**src/rtl/crr_pkg.sv**
```systemverilog
package crr_pkg;
  typedef enum logic [1:0] {
    ST_IDLE  = 2'd0,
    ST_FETCH = 2'd1,
    ST_BUSY  = 2'd2
  } eng_state_e;

  localparam logic [1:0] ADDR_CTRL = 2'd0;
  localparam logic [1:0] ADDR_SIZE = 2'd1;
  localparam logic [1:0] ADDR_OPA  = 2'd2;
  localparam logic [1:0] ADDR_OPB  = 2'd3;

  localparam int CTRL_EN    = 0;
  localparam int CTRL_RUN   = 1;
  localparam int CTRL_ABORT = 2;
  localparam int CTRL_W     = 3;
endpackage

```
**src/rtl/crr_rst_sync.sv**
```systemverilog
module crr_rst_sync #(
  parameter int STAGES = 2
) (
  input  logic clk,
  input  logic rst_n,
  output logic rst_n_s
);
  logic [STAGES-1:0] sync_q;

  always_ff @(posedge clk or negedge rst_n) begin
    if (!rst_n) sync_q <= '0;
    else        sync_q <= {sync_q[STAGES-2:0], 1'b1};
  end

  assign rst_n_s = sync_q[STAGES-1];
endmodule

```
**src/rtl/crr_ptr_inc.sv**
```systemverilog
module crr_ptr_inc #(
  parameter int PTR_W  = 8,
  parameter int SIZE_W = 9
) (
  input  logic [PTR_W-1:0]  ptr,
  input  logic [SIZE_W-1:0] size,
  output logic [PTR_W-1:0]  nxt
);
  logic [SIZE_W-1:0] ext;

  always_comb begin
    ext = SIZE_W'(ptr) + SIZE_W'(1);
    nxt = (ext >= size) ? '0 : ext[PTR_W-1:0];
  end
endmodule

```
**src/rtl/crr_regs.sv**
```systemverilog
module crr_regs
  import crr_pkg::*;
#(
  parameter int PTR_W       = 8,
  parameter int SIZE_W      = 9,
  parameter int MAX_ENTRIES = 255,
  parameter int DATA_W      = 32
) (
  input  logic              clk,
  input  logic              rst_n,
  input  logic              reg_wr,
  input  logic [1:0]        reg_addr,
  input  logic [DATA_W-1:0] reg_wdata,
  input  logic [PTR_W-1:0]  hw_deq,
  output logic              ctrl_en,
  output logic              ctrl_run,
  output logic              ctrl_abort,
  output logic              abort_set,
  output logic              ptr_zero,
  output logic [SIZE_W-1:0] ring_size,
  output logic [PTR_W-1:0]  enq_ptr,
  output logic [PTR_W-1:0]  sw_deq,
  output logic [DATA_W-1:0] reg_rdata
);
  localparam logic [SIZE_W-1:0] SZ_MAX = SIZE_W'(MAX_ENTRIES);
  localparam logic [SIZE_W-1:0] SZ_MIN = SIZE_W'(2);

  logic [CTRL_W-1:0] ctrl_q, ctrl_d;
  logic [SIZE_W-1:0] size_q, size_d, size_req;
  logic [PTR_W-1:0]  enq_q, enq_d, sw_q, sw_d, enq_req, sw_req;
  logic              wr_ctrl, wr_size, wr_opa;
  logic              unused_wdata;

  assign wr_ctrl  = reg_wr && (reg_addr == ADDR_CTRL);
  assign wr_size  = reg_wr && (reg_addr == ADDR_SIZE);
  assign wr_opa   = reg_wr && (reg_addr == ADDR_OPA);
  assign size_req = reg_wdata[SIZE_W-1:0];
  assign enq_req  = reg_wdata[PTR_W-1:0];
  assign sw_req   = reg_wdata[2*PTR_W-1:PTR_W];
  assign unused_wdata = ^reg_wdata;

  // next-state
  always_comb begin
    ctrl_d = reg_wdata[CTRL_W-1:0];
    if (size_req > SZ_MAX)      size_d = SZ_MAX;
    else if (size_req < SZ_MIN) size_d = SZ_MIN;
    else                        size_d = size_req;
    enq_d = (SIZE_W'(enq_req) < size_q) ? enq_req : enq_q;
    sw_d  = (SIZE_W'(sw_req)  < size_q) ? sw_req  : sw_q;
  end

  // registers with explicit enables
  always_ff @(posedge clk or negedge rst_n) begin
    if (!rst_n) begin
      ctrl_q <= '0;
      size_q <= SZ_MAX;
      enq_q  <= '0;
      sw_q   <= '0;
    end else begin
      if (wr_ctrl) ctrl_q <= ctrl_d;
      if (wr_size) size_q <= size_d;
      if (wr_opa) begin
        enq_q <= enq_d;
        sw_q  <= sw_d;
      end
    end
  end

  assign ctrl_en    = ctrl_q[CTRL_EN];
  assign ctrl_run   = ctrl_q[CTRL_RUN];
  assign ctrl_abort = ctrl_q[CTRL_ABORT];
  assign abort_set  = wr_ctrl && reg_wdata[CTRL_ABORT] && !ctrl_q[CTRL_ABORT];
  assign ptr_zero   = wr_opa && (reg_wdata == '0);
  assign ring_size  = size_q;
  assign enq_ptr    = enq_q;
  assign sw_deq     = sw_q;

  always_comb begin
    unique case (reg_addr)
      ADDR_CTRL: reg_rdata = DATA_W'(ctrl_q);
      ADDR_SIZE: reg_rdata = DATA_W'(size_q);
      ADDR_OPA:  reg_rdata = DATA_W'({sw_q, enq_q});
      default:   reg_rdata = DATA_W'(hw_deq);
    endcase
  end
endmodule

```
**src/rtl/crr_fetch_fsm.sv**
```systemverilog
module crr_fetch_fsm
  import crr_pkg::*;
#(
  parameter int PTR_W     = 8,
  parameter int ATTR_W    = 3,
  parameter int NOOP_ATTR = 7,
  parameter int DBUF_W    = 32,
  parameter int IOC_BIT   = 30,
  parameter int LEN_W     = 16,
  parameter int TID_W     = 4
) (
  input  logic              clk,
  input  logic              rst_n,
  input  logic              ring_go,
  input  logic              work_pend,
  input  logic              abort_set,
  input  logic              ptr_zero,
  input  logic [PTR_W-1:0]  deq_inc,
  input  logic              fetch_ack,
  input  logic [ATTR_W-1:0] fetch_attr,
  input  logic [DBUF_W-1:0] fetch_dbuf,
  input  logic              resp_valid,
  input  logic              resp_err,
  input  logic [TID_W-1:0]  resp_tid,
  output logic [PTR_W-1:0]  hw_deq,
  output logic              fetch_req,
  output logic              xfer_start,
  output logic [LEN_W-1:0]  xfer_len,
  output logic              done_evt,
  output logic              err_evt,
  output logic              done_ioc,
  output logic [TID_W-1:0]  done_tid,
  output logic              op_evt
);
  localparam logic [ATTR_W-1:0] NOOP = ATTR_W'(NOOP_ATTR);

  eng_state_e        state_q, state_d;
  logic [PTR_W-1:0]  deq_q, deq_d;
  logic [LEN_W-1:0]  len_q, len_d;
  logic [TID_W-1:0]  tid_q, tid_d;
  logic              ioc_q, ioc_d, dioc_q, dioc_d;
  logic              start_q, start_d, done_q, done_d, err_q, err_d;
  logic              apend_q, apend_d, op_q, op_d;
  logic              unused_dbuf;

  assign unused_dbuf = ^fetch_dbuf;

  always_comb begin
    state_d = state_q;
    deq_d   = deq_q;
    len_d   = len_q;
    tid_d   = tid_q;
    ioc_d   = ioc_q;
    dioc_d  = dioc_q;
    start_d = 1'b0;
    done_d  = 1'b0;
    err_d   = 1'b0;
    op_d    = 1'b0;
    apend_d = apend_q | abort_set;
    unique case (state_q)
      ST_IDLE: if (ring_go && work_pend) state_d = ST_FETCH;
      ST_FETCH: begin
        if (fetch_ack) begin
          if (fetch_attr == NOOP) begin
            deq_d   = deq_inc;
            state_d = ST_IDLE;
          end else begin
            ioc_d   = fetch_dbuf[IOC_BIT];
            len_d   = fetch_dbuf[LEN_W-1:0];
            start_d = 1'b1;
            state_d = ST_BUSY;
          end
        end
      end
      ST_BUSY: begin
        if (resp_valid) begin
          deq_d   = deq_inc;
          done_d  = !resp_err;
          err_d   = resp_err;
          tid_d   = resp_tid;
          dioc_d  = ioc_q;
          state_d = ST_IDLE;
        end
      end
      default: state_d = ST_IDLE;
    endcase
    if (apend_q && (state_q == ST_IDLE)) begin
      op_d    = 1'b1;
      apend_d = abort_set;
    end
    if (ptr_zero) deq_d = '0;
  end

  always_ff @(posedge clk or negedge rst_n) begin
    if (!rst_n) begin
      state_q <= ST_IDLE;
      deq_q   <= '0;
      len_q   <= '0;
      tid_q   <= '0;
      ioc_q   <= 1'b0;
      dioc_q  <= 1'b0;
      start_q <= 1'b0;
      done_q  <= 1'b0;
      err_q   <= 1'b0;
      apend_q <= 1'b0;
      op_q    <= 1'b0;
    end else begin
      state_q <= state_d;
      deq_q   <= deq_d;
      start_q <= start_d;
      done_q  <= done_d;
      err_q   <= err_d;
      apend_q <= apend_d;
      op_q    <= op_d;
      if (start_d) begin
        len_q <= len_d;
        ioc_q <= ioc_d;
      end
      if (done_d || err_d) begin
        tid_q  <= tid_d;
        dioc_q <= dioc_d;
      end
    end
  end

  assign hw_deq     = deq_q;
  assign fetch_req  = (state_q == ST_FETCH);
  assign xfer_start = start_q;
  assign xfer_len   = len_q;
  assign done_evt   = done_q;
  assign err_evt    = err_q;
  assign done_ioc   = dioc_q;
  assign done_tid   = tid_q;
  assign op_evt     = op_q;
endmodule

```
**src/rtl/crr_ring_engine.sv**
```systemverilog
module crr_ring_engine
  import crr_pkg::*;
#(
  parameter int PTR_W       = 8,
  parameter int SIZE_W      = 9,
  parameter int MAX_ENTRIES = 255,
  parameter int DATA_W      = 32,
  parameter int ATTR_W      = 3,
  parameter int NOOP_ATTR   = 7,
  parameter int IOC_BIT     = 30,
  parameter int LEN_W       = 16,
  parameter int TID_W       = 4
) (
  input  logic              clk,
  input  logic              rst_n,
  input  logic              reg_wr,
  input  logic [1:0]        reg_addr,
  input  logic [DATA_W-1:0] reg_wdata,
  output logic [DATA_W-1:0] reg_rdata,
  output logic              fetch_req,
  output logic [PTR_W-1:0]  fetch_slot,
  input  logic              fetch_ack,
  input  logic [ATTR_W-1:0] fetch_attr,
  input  logic [DATA_W-1:0] fetch_dbuf,
  output logic              xfer_start,
  output logic [LEN_W-1:0]  xfer_len,
  input  logic              resp_valid,
  input  logic              resp_err,
  input  logic [TID_W-1:0]  resp_tid,
  output logic              done_evt,
  output logic              err_evt,
  output logic              done_ioc,
  output logic [TID_W-1:0]  done_tid,
  output logic              op_evt,
  output logic              work_pend,
  output logic              resp_pend,
  output logic              ring_full
);
  localparam int N_INC = 2;   // 0: enqueue (full test), 1: hardware dequeue

  logic              rst_n_s;
  logic              ctrl_en, ctrl_run, ctrl_abort, abort_set, ptr_zero, ring_go;
  logic [SIZE_W-1:0] ring_size;
  logic [PTR_W-1:0]  enq_ptr, sw_deq, hw_deq;
  logic [PTR_W-1:0]  inc_src [N_INC];
  logic [PTR_W-1:0]  inc_res [N_INC];

  crr_rst_sync #(.STAGES(2)) u_rst (
    .clk(clk), .rst_n(rst_n), .rst_n_s(rst_n_s)
  );

  crr_regs #(
    .PTR_W(PTR_W), .SIZE_W(SIZE_W), .MAX_ENTRIES(MAX_ENTRIES), .DATA_W(DATA_W)
  ) u_regs (
    .clk(clk), .rst_n(rst_n_s), .reg_wr(reg_wr), .reg_addr(reg_addr),
    .reg_wdata(reg_wdata), .hw_deq(hw_deq), .ctrl_en(ctrl_en),
    .ctrl_run(ctrl_run), .ctrl_abort(ctrl_abort), .abort_set(abort_set),
    .ptr_zero(ptr_zero), .ring_size(ring_size), .enq_ptr(enq_ptr),
    .sw_deq(sw_deq), .reg_rdata(reg_rdata)
  );

  assign inc_src[0] = enq_ptr;
  assign inc_src[1] = hw_deq;

  for (genvar gi = 0; gi < N_INC; gi++) begin : g_inc
    crr_ptr_inc #(.PTR_W(PTR_W), .SIZE_W(SIZE_W)) u_inc (
      .ptr(inc_src[gi]), .size(ring_size), .nxt(inc_res[gi])
    );
  end

  assign ring_go   = ctrl_en && ctrl_run && !ctrl_abort;
  assign work_pend = (enq_ptr != hw_deq);
  assign resp_pend = (sw_deq != hw_deq);
  assign ring_full = (inc_res[0] == hw_deq);

  crr_fetch_fsm #(
    .PTR_W(PTR_W), .ATTR_W(ATTR_W), .NOOP_ATTR(NOOP_ATTR), .DBUF_W(DATA_W),
    .IOC_BIT(IOC_BIT), .LEN_W(LEN_W), .TID_W(TID_W)
  ) u_fsm (
    .clk(clk), .rst_n(rst_n_s), .ring_go(ring_go), .work_pend(work_pend),
    .abort_set(abort_set), .ptr_zero(ptr_zero), .deq_inc(inc_res[1]),
    .fetch_ack(fetch_ack), .fetch_attr(fetch_attr), .fetch_dbuf(fetch_dbuf),
    .resp_valid(resp_valid), .resp_err(resp_err), .resp_tid(resp_tid),
    .hw_deq(hw_deq), .fetch_req(fetch_req), .xfer_start(xfer_start),
    .xfer_len(xfer_len), .done_evt(done_evt), .err_evt(err_evt),
    .done_ioc(done_ioc), .done_tid(done_tid), .op_evt(op_evt)
  );

  assign fetch_slot = hw_deq;
endmodule

```
**config.mk**
```make
export PLATFORM = sky130hd
export DESIGN_NAME = crr_ring_engine
export DESIGN_NICKNAME = d
export VERILOG_FILES = /design/src/rtl/crr_pkg.sv /design/src/rtl/crr_rst_sync.sv /design/src/rtl/crr_ptr_inc.sv /design/src/rtl/crr_regs.sv /design/src/rtl/crr_fetch_fsm.sv /design/src/rtl/crr_ring_engine.sv
export SDC_FILE = /design/constraint.sdc
export NUM_CORES = 1
export LEC_CHECK = 0
export ABC_AREA = 1
export BUFFER_PORTS_ARGS = -buffer_cell sky130_fd_sc_hd__buf_2
export CAP_MARGIN = 20
export CORE_UTILIZATION = 35
export CTS_BUF_LIST = sky130_fd_sc_hd__clkbuf_4
export CTS_CLUSTER_DIAMETER = 150
export DETAILED_ROUTE_END_ITERATION = 6
export SLEW_MARGIN = 20
export SYNTH_ARGS = -nofsm -noshare
export SYNTH_HDL_FRONTEND = slang
export SYNTH_HIERARCHICAL = 1
export SYNTH_SLANG_ARGS = --single-unit
```
**constraint.sdc**
```tcl
create_clock -name clk -period 4.4 [get_ports clk]
set_input_delay 0.44 -clock clk [delete_from_list [all_inputs] [get_ports clk]]
set_output_delay 0.44 -clock clk [all_outputs]
set_load 0.02 [all_outputs]
```
==> impl_metrics.env <==
export IMPL_ios=148
export IMPL_syn_inst=719
export IMPL_ys_ff_latch=67
export IMPL_synthFlopType="dfrtp_1"
export IMPL_multi_input_area_um2=2670
export IMPL_die_h_um=120
export IMPL_crit_arrival_ps=3240
export IMPL_skew_ps=29.8
export IMPL_grt_max_degree=63
export IMPL_crit_chain="ha_1 > nand2_1 > inv_1 > nand2_1 > xor2_1 > inv_1 > ha_1 > nand2_1 > inv_1 > nand2_1 > nand2_1 > nand2_1 > nand3_2 > nor2_1 > inv_1 > nand2_1 > nand2_1 > nor2_1 > nand2_1 > nor2_1 > buf_2"
export IMPL_drc=0
export IMPL_path_clk_slew_ps=120
export IMPL_netlist_top_cells_area="dfrtp_1 30%, nand2_1 19%, ha_1 8.7%, inv_1 8.6%, nor2_1 6.0%"
export IMPL_cp_slowest_stage_delay_ps=520
export IMPL_grt_pass1_wl_um=22000
export IMPL_yosysUniqueCellTypes=38
export IMPL_cts_tree="built"
export IMPL_cts_buffers=9
export IMPL_antenna_cells=0
export IMPL_clock_fmax_ghz=0.272
export IMPL_setup_violations=0
export IMPL_clk_latency_ps=460
export IMPL_yosys_warnings=6
export IMPL_place_hpwl_um=10100
export IMPL_finalWirelength_um=13100
export IMPL_tns_ps=0
export IMPL_min_delay_path_class="reg2async"
export IMPL_clockBufferDepth=2
export IMPL_dieWidth_um=120
export IMPL_portBuffers=116
export IMPL_first_pass_iters=5
export IMPL_placedCellCount=1005
export IMPL_tightest_slew_ps=771
export IMPL_peakVddDrop_uv=405
export IMPL_yosysMostFrequentCell="nand2_1"
export IMPL_vias=4680
export IMPL_status="finished, final reports clean"
export IMPL_layoutNonFillerInstCount=1022
export IMPL_path_common_cell="nand2_1"
export IMPL_slew_violations=0
export IMPL_end_kind="primary output"
export IMPL_via_per_inst=4.58
export IMPL_design_core_area_um2=13500
export IMPL_power_density_nw_per_um2=422
export IMPL_cts_sinks=67
export IMPL_synth_area_um2=4910
export IMPL_fin_hold_ws_ps=59.5
export IMPL_crit_fanout=8
export IMPL_dieArea_um2=14500
export IMPL_regArea_um2=1690
export IMPL_critPathRequiredTime_ps=3960
export IMPL_first_iter_violations=248
export IMPL_syn_area_per_cell_um2=6.83
export IMPL_antenna_found_initial=0
export IMPL_post_cts_setup_buffers=0
export IMPL_relSlewSlack_pct=48.6
export IMPL_hold_violations=0
export IMPL_synth_top_area_cell="dfrtp_1"
export IMPL_synth_edff_count=0
export IMPL_cp_slowest_cell="dfrtp_1"
export IMPL_criticalPathCategory="reg2out"
export IMPL_setup_slack_ps=722
export IMPL_fin_crit_ps=3680
export IMPL_async_reset_ff_share_pct=100
export IMPL_drt_antenna_violating_nets=0
export IMPL_wl_per_cell_um=12.9
export IMPL_grt_overflow_total=0
export IMPL_place_ws_ps=1240
export IMPL_synth_top_area_share_pct=30.1
export IMPL_num_rows=42
export IMPL_cts_root_buffer="clkbuf_4"
export IMPL_critPathLaunchType="flop"
export IMPL_ys_seq_area_share_pct=34.4
export IMPL_start_util_pct=36.5
export IMPL_nets=954
export IMPL_synthTopCellsByCount="252 x nand2_1, 112 x inv_1, 79 x nor2_1"
export IMPL_first_global_vias=4412
export IMPL_area_delta_synth_final_pct=17.7
export IMPL_final_layout_size_suffix_gt1_share_pct=20.4
export IMPL_cts_resized=0
export IMPL_leakagePower_nw=3.41
export IMPL_cts_htree_levels=3
export IMPL_gp_congestion=0.829
export IMPL_post_route_period_util_pct=83.6
export IMPL_cap_viol_max_count=0
export IMPL_rsz0062_at_grt="false"
export IMPL_grt_total_usage_pct=19.5
export IMPL_hold_buffers=1
export IMPL_num_fill_cells=1462
-- state kept, by name (all words and copies together), names as in the netlist --
name / count
u_fsm/op_evt: 1
u_fsm/apend_q: 1
u_fsm/xfer_start: 1
u_fsm/xfer_len: 16
u_fsm/hw_deq: 8
u_fsm/done_evt: 1
u_regs/ring_size: 9
u_fsm/done_ioc: 1
u_fsm/state_q: 2
u_regs/ctrl_q: 3
u_fsm/done_tid: 4
u_rst/sync_q: 2
u_fsm/err_evt: 1
u_fsm/ioc_q: 1
u_regs/sw_deq: 8
u_regs/enq_ptr: 8
-- layout by cell type (no fill, tap or decap), types with 6 or more instances in the layout --
master / instances
a21oi_1: 9
buf_2: 116
clkbuf_4: 9
conb_1: 17
dfrtp_1: 58
dfstp_2: 8
ha_1: 34
inv_1: 112
inv_2: 6
nand2_1: 252
nand2_2: 7
nand3_1: 44
nand4_1: 13
nor2_1: 79
nor3_1: 9
o21ai_0: 10
xnor2_1: 11
-- power breakdown --
| group | leakage [nW] | internal, W | total (W) | switching (W) |
|---|---|---|---|---|
| logic | 2.50 | 0.000377 | 0.00102 | 0.000640 |
| clock network | 0.0779 | 0.000182 | 0.000443 | 0.000261 |
| registers | 0.838 | 0.000783 | 0.000978 | 0.000195 |
| total | 3.41 | 0.00134 | 0.00244 | 0.00110 |
-- cell families after synthesis --
logic type	synth area share (%)
simple gates	36.4
buf+inv	12.3
flops	34.4
compound gates	5.58
fa+ha+maj	8.67
xor+xnor	2.50
other cells	0.153
-- layer usage --
| layer | part of all wire (%) | vias to the layer above | track usage, % |
|---|---|---|---|
| met5 | 0 | - | 0 |
| met4 | 1.1 | 0 | 5.25 |
| met3 | 6.1 | 12 | 4.76 |
| met2 | 45 | 130 | 30.5 |
| met1 | 48 | 2092 | 26.6 |
| li1 | - | 2446 | - |
-- path summary, 6_finish.rpt --
kind	from	endpoint	slack [ps]	depth (start not counted)
max	u_regs/enq_ptr[0]	ring_full	720	21
min	u_rst/sync_q[1]	u_regs/ctrl_q[1]	60	0
max reg2reg	u_fsm/hw_deq[0]	u_fsm/hw_deq[0]	1640	14
min reg2reg	u_rst/sync_q[1]	u_regs/ctrl_q[1]	60	0
max in group asynchronous	u_rst/sync_q[1]	u_regs/enq_ptr[7]	3390	1
min in group clk	resp_err	u_fsm/done_evt	150	2
-- layout make-up --
class | instances | area share, %
flip-flops and latches | 67 | 29.2
clock inverters | 7 | 1.41
inverters | 119 | 7.78
multi-input cells | 526 | 46.3
repair buffers | 118 | 10.4
well taps | 176 | 3.81
clock buffers | 9 | 1.17
-- per-stage QoR --
stage / utilization [%] / power (W) / cell area, µm²
detailed placement: 41.8 / 0.00201 / 5620
global placement: 41.8 / 0.00200 / 5620
global route: 42.9 / 0.00265 / 5780
finish: 42.9 / 0.00244 / 5780
floorplan: - / 0.00167 / 4960
CTS: 42.9 / 0.00247 / 5780
-- worst max-delay path: cells and delay by family (launching register included) --
kind                     cells  cell delay, ps
XOR/XNOR                     1             260
adder cells (fa/ha/maj)      2             560
buffers and inverters        5             390
flip-flops                   1             520
AND/OR/NAND/NOR             13            1070
No activity file was read; power rests on OpenSTA's default activity.
